**config.mk**
```make
export PLATFORM = sky130hd
export DESIGN_NAME = sirq_ctrl
export DESIGN_NICKNAME = d
export VERILOG_FILES = /design/src/rtl/sirq_pkg.sv /design/src/rtl/sirq_event_reg.sv /design/src/rtl/sirq_mask_reg.sv /design/src/rtl/sirq_req.sv /design/src/rtl/sirq_ctrl.sv
export SDC_FILE = /design/constraint.sdc
export NUM_CORES = 1
export LEC_CHECK = 0
export ABC_AREA = 0
export CORE_AREA = 2 2 39 41
export DETAILED_ROUTE_END_ITERATION = 7
export DIE_AREA = 0 0 41 43
export PLACE_DENSITY = 0.71
export RECOVER_POWER = 50
export SYNTH_ARGS = -nofsm -noshare
export SYNTH_HDL_FRONTEND = slang
export SYNTH_SLANG_ARGS = --single-unit
```
**constraint.sdc**
```tcl
create_clock -name clk -period 2.4 [get_ports clk]
set_clock_uncertainty 0.05 [all_clocks]
set_input_delay 0.48 -clock clk [delete_from_list [all_inputs] [get_ports clk]]
set_output_delay 0.48 -clock clk [all_outputs]
set_load 0.01 [all_outputs]
```
**src/rtl/sirq_pkg.sv**
```systemverilog
package sirq_pkg;
  parameter int REG_W = 8;

  // Vector positions (field bit n sits at vector bit REG_W-1-n)
  localparam int POS_TXERR  = REG_W - 1 - 3;
  localparam int POS_RXDROP = REG_W - 1 - 5;
  localparam int POS_TXDONE = REG_W - 1 - 6;
  localparam int POS_RXDONE = REG_W - 1 - 7;

  localparam logic [REG_W-1:0] IMPL_BITS =
    (REG_W'(1) << POS_TXERR)  | (REG_W'(1) << POS_RXDROP) |
    (REG_W'(1) << POS_TXDONE) | (REG_W'(1) << POS_RXDONE);

  function automatic logic [REG_W-1:0] pack_events(input logic tx_err, input logic rx_drop,
                                                   input logic tx_done, input logic rx_done);
    logic [REG_W-1:0] v;
    v = '0;
    v[POS_TXERR]  = tx_err;
    v[POS_RXDROP] = rx_drop;
    v[POS_TXDONE] = tx_done;
    v[POS_RXDONE] = rx_done;
    return v;
  endfunction

  function automatic logic pending_any(input logic [REG_W-1:0] ev, input logic [REG_W-1:0] en);
    return |(ev & en & IMPL_BITS);
  endfunction
endpackage

```
**src/rtl/sirq_event_reg.sv**
```systemverilog
module sirq_event_reg
  import sirq_pkg::*;
#(
  parameter int W = REG_W,
  parameter logic [W-1:0] IMPL = IMPL_BITS
) (
  input  logic         clk,
  input  logic         rst_n,
  input  logic [W-1:0] set_vec,
  input  logic [W-1:0] clr_vec,
  output logic [W-1:0] ev_q
);
  logic seen;
  always_ff @(posedge clk or negedge rst_n) begin
    if (!rst_n) seen <= 1'b0;
    else        seen <= 1'b1;
  end

  for (genvar i = 0; i < W; i++) begin : g_bit
    if (IMPL[i]) begin : g_impl
      always_ff @(posedge clk or negedge rst_n) begin
        if (!rst_n)          ev_q[i] <= 1'b0;
        else if (set_vec[i]) ev_q[i] <= 1'b1;
        else if (clr_vec[i]) ev_q[i] <= 1'b0;
      end

      // a pulse always leaves the flag set
      a_r5_set_wins: assert property (@(posedge clk) disable iff (!rst_n)
        seen && set_vec[i] |=> ev_q[i]);
      // clear without pulse empties the flag
      a_r4_clear: assert property (@(posedge clk) disable iff (!rst_n)
        seen && clr_vec[i] && !set_vec[i] |=> !ev_q[i]);
      // untouched flag holds
      a_r4_hold: assert property (@(posedge clk) disable iff (!rst_n)
        seen && !clr_vec[i] && !set_vec[i] |=> $stable(ev_q[i]));
    end else begin : g_rsvd
      assign ev_q[i] = 1'b0;
    end
  end

  // reserved flags read zero
  a_r6_ev_rsvd: assert property (@(posedge clk) disable iff (!rst_n)
    (ev_q & ~IMPL) == '0);
endmodule

```
**src/rtl/sirq_mask_reg.sv**
```systemverilog
module sirq_mask_reg
  import sirq_pkg::*;
#(
  parameter int W = REG_W,
  parameter logic [W-1:0] IMPL = IMPL_BITS
) (
  input  logic         clk,
  input  logic         rst_n,
  input  logic         load,
  input  logic [W-1:0] din,
  output logic [W-1:0] mask_q
);
  logic seen;
  always_ff @(posedge clk or negedge rst_n) begin
    if (!rst_n) seen <= 1'b0;
    else        seen <= 1'b1;
  end

  for (genvar i = 0; i < W; i++) begin : g_bit
    if (IMPL[i]) begin : g_impl
      always_ff @(posedge clk or negedge rst_n) begin
        if (!rst_n)    mask_q[i] <= 1'b0;
        else if (load) mask_q[i] <= din[i];
      end
    end else begin : g_rsvd
      assign mask_q[i] = 1'b0;
    end
  end

  // reserved enables read zero
  a_r6_mask_rsvd: assert property (@(posedge clk) disable iff (!rst_n)
    (mask_q & ~IMPL) == '0);
  // mask holds between writes
  a_r6_mask_hold: assert property (@(posedge clk) disable iff (!rst_n)
    seen && !load |=> $stable(mask_q));
endmodule

```
**src/rtl/sirq_req.sv**
```systemverilog
module sirq_req
  import sirq_pkg::*;
#(
  parameter int W = REG_W
) (
  input  logic [W-1:0] ev,
  input  logic [W-1:0] en,
  output logic         req
);
  always_comb req = pending_any(ev, en);
endmodule

```
**src/rtl/sirq_ctrl.sv**
```systemverilog
module sirq_ctrl
  import sirq_pkg::*;
(
  input  logic             clk,
  input  logic             rst_n,
  input  logic             ev_tx_err,
  input  logic             ev_rx_drop,
  input  logic             ev_tx_done,
  input  logic             ev_rx_done,
  input  logic             wr_en,
  input  logic             wr_sel,
  input  logic [REG_W-1:0] wr_data,
  input  logic             rd_sel,
  output logic [REG_W-1:0] rd_data,
  output logic             irq
);
  logic [REG_W-1:0] set_vec, clr_vec, ev_q, mask_q;
  logic             mask_load, ev_write;

  always_comb begin
    set_vec   = pack_events(ev_tx_err, ev_rx_drop, ev_tx_done, ev_rx_done);
    ev_write  = wr_en && !wr_sel;
    mask_load = wr_en && wr_sel;
    clr_vec   = ev_write ? wr_data : '0;
  end

  sirq_event_reg #(.W(REG_W), .IMPL(IMPL_BITS)) u_ev (
    .clk(clk), .rst_n(rst_n), .set_vec(set_vec), .clr_vec(clr_vec), .ev_q(ev_q));

  sirq_mask_reg #(.W(REG_W), .IMPL(IMPL_BITS)) u_mask (
    .clk(clk), .rst_n(rst_n), .load(mask_load), .din(wr_data), .mask_q(mask_q));

  sirq_req #(.W(REG_W)) u_req (.ev(ev_q), .en(mask_q), .req(irq));

  always_comb rd_data = rd_sel ? mask_q : ev_q;

  logic seen;
  always_ff @(posedge clk or negedge rst_n) begin
    if (!rst_n) seen <= 1'b0;
    else        seen <= 1'b1;
  end

  // irq only rises after a pulse or mask write, only falls after a clear or mask write
  a_r7_rise_cause: assert property (@(posedge clk) disable iff (!rst_n)
    seen && $rose(irq) |-> $past(|set_vec || mask_load));
  a_r8_fall_cause: assert property (@(posedge clk) disable iff (!rst_n)
    seen && $fell(irq) |-> $past(ev_write || mask_load));
  // a mask write with no pulse or clear leaves events alone
  a_r9_mask_keeps_ev: assert property (@(posedge clk) disable iff (!rst_n)
    seen && mask_load && set_vec == '0 |=> $stable(ev_q));
endmodule

```
-- Word-level counts from Yosys, hierarchy flattened
Index checks and enable logic that the tools add are counted.
Widths: inputs -> output; s select.
- mux-type cells: 10
- reductions and logical operators: 8
- eq/ne operators: 0
- shift-type cells: 0
- div/mod/pow operators: 0
- $lt $le $gt $ge: 0
- $mul: 0
- bitwise operators: 1
- add/subtract/negate cells: 0
- operators by type and width (cell ; count):
    $mux 5 ; 2
    $mux 1 ; 8
    $reduce_bool 2->1 ; 4
    $and 5x5->5 ; 1
    $reduce_or 4->1 ; 1
    $logic_and 1x1->1 ; 2
    $logic_not 1->1 ; 1
- memory bits (writable): 0
- bits in latches: 0
- bits of input ports: 17
- bits in registers: 8
- ROM bits: 0
- output and inout port bits: 9
- memories kept: 0

-- Logic depth before layout (Yosys ltp)
- word-level depth: 5
- depth in mapped cells: 2
- depth with buffers taken out: 2

-- Modules after synthesis
Synthesis repeated with hierarchy kept, for this count alone.
- cell total of the unflattened synthesis: 52
- area, all modules: 588.1 um2
- modules (own cells, without submodules) (module ; sequential area each (um2) ; times used ; area each (um2) ; cells each):
    sirq_ctrl ; 0.0 ; 1 ; 211.5 ; 19
    sirq_event_reg ; 100.1 ; 1 ; 178.9 ; 17
    sirq_mask_reg ; 100.1 ; 1 ; 178.9 ; 13
    sirq_req ; 0.0 ; 1 ; 18.8 ; 3

-- Worst setup path before layout
Ideal clock, no wire load.
- path kind: in2out
- from: input port rd_sel
- to: output port rd_data[0]
- data required time: 1.870 ns
- setup slack: 1.055 ns
- arrival time: 0.815 ns
- stages: 1
- buffers on the path: 0
- cells stage by stage: mux2_2
- word-level cells in the longest chain between the ends: 1
- RTL lines (what ; RTL line ; source):
    from (decl) ; sirq_ctrl.sv:13 ; input logic rd_sel,
    $mux 5 ; sirq_ctrl.sv:35 ; always_comb rd_data = rd_sel ? mask_q : ev_q;
    to (decl) ; sirq_ctrl.sv:14 ; output logic [REG_W-1:0] rd_data,
No other way between the ends.

-- Worst setup path in the final report
Ends and elaborated chain as after synthesis.

==> reports/metrics.cfg <==
[logic_synthesis]
synth_area_per_cell_um2 = 12.9
async_flop_share_pct = 100
ys.flop_type = dfrtp_1
yosysTopAreaCell = dfrtp_1
yosysWarningCount = 0
ys_ff_latch = 8
synth.distinct_cells = 10
synth_area_leaders = dfrtp_1 (47%), mux2_4 (14%), mux2_2 (11%), a21o_1 (7.1%), buf_4 (7.1%)
syn_inst = 33
yosysSeqAreaShare_pct = 47.2
synth_top_area_share_pct = 47.2
synth_edf_count = 0
synth.most_common_cell = dfrtp_1
syn-cell-area_um2 = 424

[routing]
drc_errors = 0
routed_via_density = 4.44
first_iter_violations = 1
wl_um = 781
ant_nets = 0
num_vias = 302
drt_first_pass_iters = 2
routedWlPerCell_um = 11.5

[grt]
grt_pass1_vias = 312
grt_max_degree = 9
overflow = 0
grt_antenna_before_repair = 0
grt_pass1_wl_um = 1290
track_usage_pct = 11.8

[final_layout]
nFillCells = 144
drive_gt1_share_pct = 23.1
final_nets = 71
antenna_cells = 0
fin_util_pct = 44.6
syn_to_final_growth_pct = 45.4

[floorplanning]
dieArea_um2 = 1760
rows = 14
core_area_um2 = 1380
initial_utilization_pct = 30.7
die_w_um = 41
chipHeight_um = 43
io_pins = 26

[sta]
timing.fmax_mhz = 466
fin_crit_sh_pct = 89.5
finalHoldViolations = 0
grt_setup_unrepaired = false
post-route-min-period_ns = 2.15
finalSetupViolations = 0
slew_viol_final = 0
setup-tns-final_ns = 0

[hold_path]
whs_endpoint = u_ev.ev_q[1]
min_from = u_ev.ev_q[1]
whs_path_depth = 1
min_path_type = register to register

[worst_setup_path]
crit_type = input pin to output pin
worst_setup_path_end_kind = output pin
rrSetupSlack_ns = 1.58
required_ns = 1.87
rr_worst_depth = 1
worstPathMaxFanout = 4
r2r-start = u_mask.mask_q[2]
arrival_ns = 1.62
critPathLaunch = rd_sel
critPathLaunchType = input pin
r2r-end = u_mask.mask_q[2]

[flow_run]
cap_violations = 0

[clocking]
cts_tree = yes
path_clk_slew_ns = 0.05
holdBufCountCts = 0
cts_made_buffers = 3
insertion_delay_ns = 0.25
clock_path_buffers = 2
cts_sinks = 8
post-cts-setup-buffers = 0
cts_root_buffer = clkbuf_4
htree_levels = 1
cts_resized = 1

[placed_design]
dp_hpwl_um = 615
gp_congestion = 0.709
io_buffers = 17

[run_status]
status = completed

[power]
p_leak_nw = 0.258
max-vdd-ir-drop_uv = 303
power_density_nw_per_um2 = 568

## cell type report
type	count	area, um^2	share of cell area, %
multi-input combinational	24	205	33.3
timing repair buffer	17	169	27.4
sequential	8	200	32.5
tap	16	20.0	3.25
clock buffer	3	22.5	3.65
## cells by family after synthesis
| group | synth area share [%] |
|---|---|
| buffers and inverters | 7.08 |
| other | 0.884 |
| AOI/OAI and AO/OA | 10.6 |
| DFF | 47.2 |
| muxes | 24.8 |
| and+or+nand+nor | 9.44 |
## sequential cells by signal, summed over array words and instances, names as in the netlist
name           flops
u_ev.ev_q          4
u_mask.mask_q      4
## metrics by stage
stage | cells | area (um^2) | worst slack [ns] | power [mW] | hold slack [ns]
final | 68 | 617 | 0.252 | 0.351 | 0.451
after global routing | 68 | 617 | 0.191 | 0.374 | 0.481
after CTS | 68 | 617 | 0.229 | 0.360 | 0.457
after detailed placement | 65 | 596 | -0.0341 | 0.255 | 0.445
after global placement | 65 | 596 | -0.0264 | 0.253 | 0.441
after floorplan | 36 | 435 | 1.05 | 0.208 | 0.134
## where the power goes
group | switching, mW | leakage (nW) | total (mW) | internal (mW)
combinational | 0.0304 | 0.159 | 0.0916 | 0.0612
clock | 0.0427 | 0.0138 | 0.0997 | 0.0570
sequential | 0.0106 | 0.0848 | 0.159 | 0.149
## routing by layer
metal,GRT usage [%],wire (um),up-vias
li1,-,-,149
met1,14.8,359,139
met2,15.0,369,12
met3,3.14,42,2
met4,12.0,10,0
met5,0,0,-
## layout by cell type, fill, tap and decap left out, drive strengths merged
cell type and count:
a21o 4, a22oi 2, clkbuf 3, clkdlybuf4s50 14
conb 4, dfrtp 8, dlygate4sd2 1, dlygate4sd3 2
mux2 8, nand2 2, nand3b 4
## worst max-delay path by stage
stage | endpoint | cells past startpoint | slack [ns]
2_1_floorplan | rd_data[0] | 1 | 1.05
3_3_place_gp | rd_data[1] | 3 | -0.03
3_5_place_dp | rd_data[2] | 3 | -0.03
4_1_cts | rd_data[2] | 3 | 0.23
5_1_grt | rd_data[0] | 3 | 0.19
6_report | rd_data[0] | 3 | 0.25
## worst max-delay path, cell delays in order
cell	delay [ns]
dlygate4sd2_1	0.30
mux2_2	0.36
clkdlybuf4s50_1	0.47
Power figures use the tool's default switching activity.
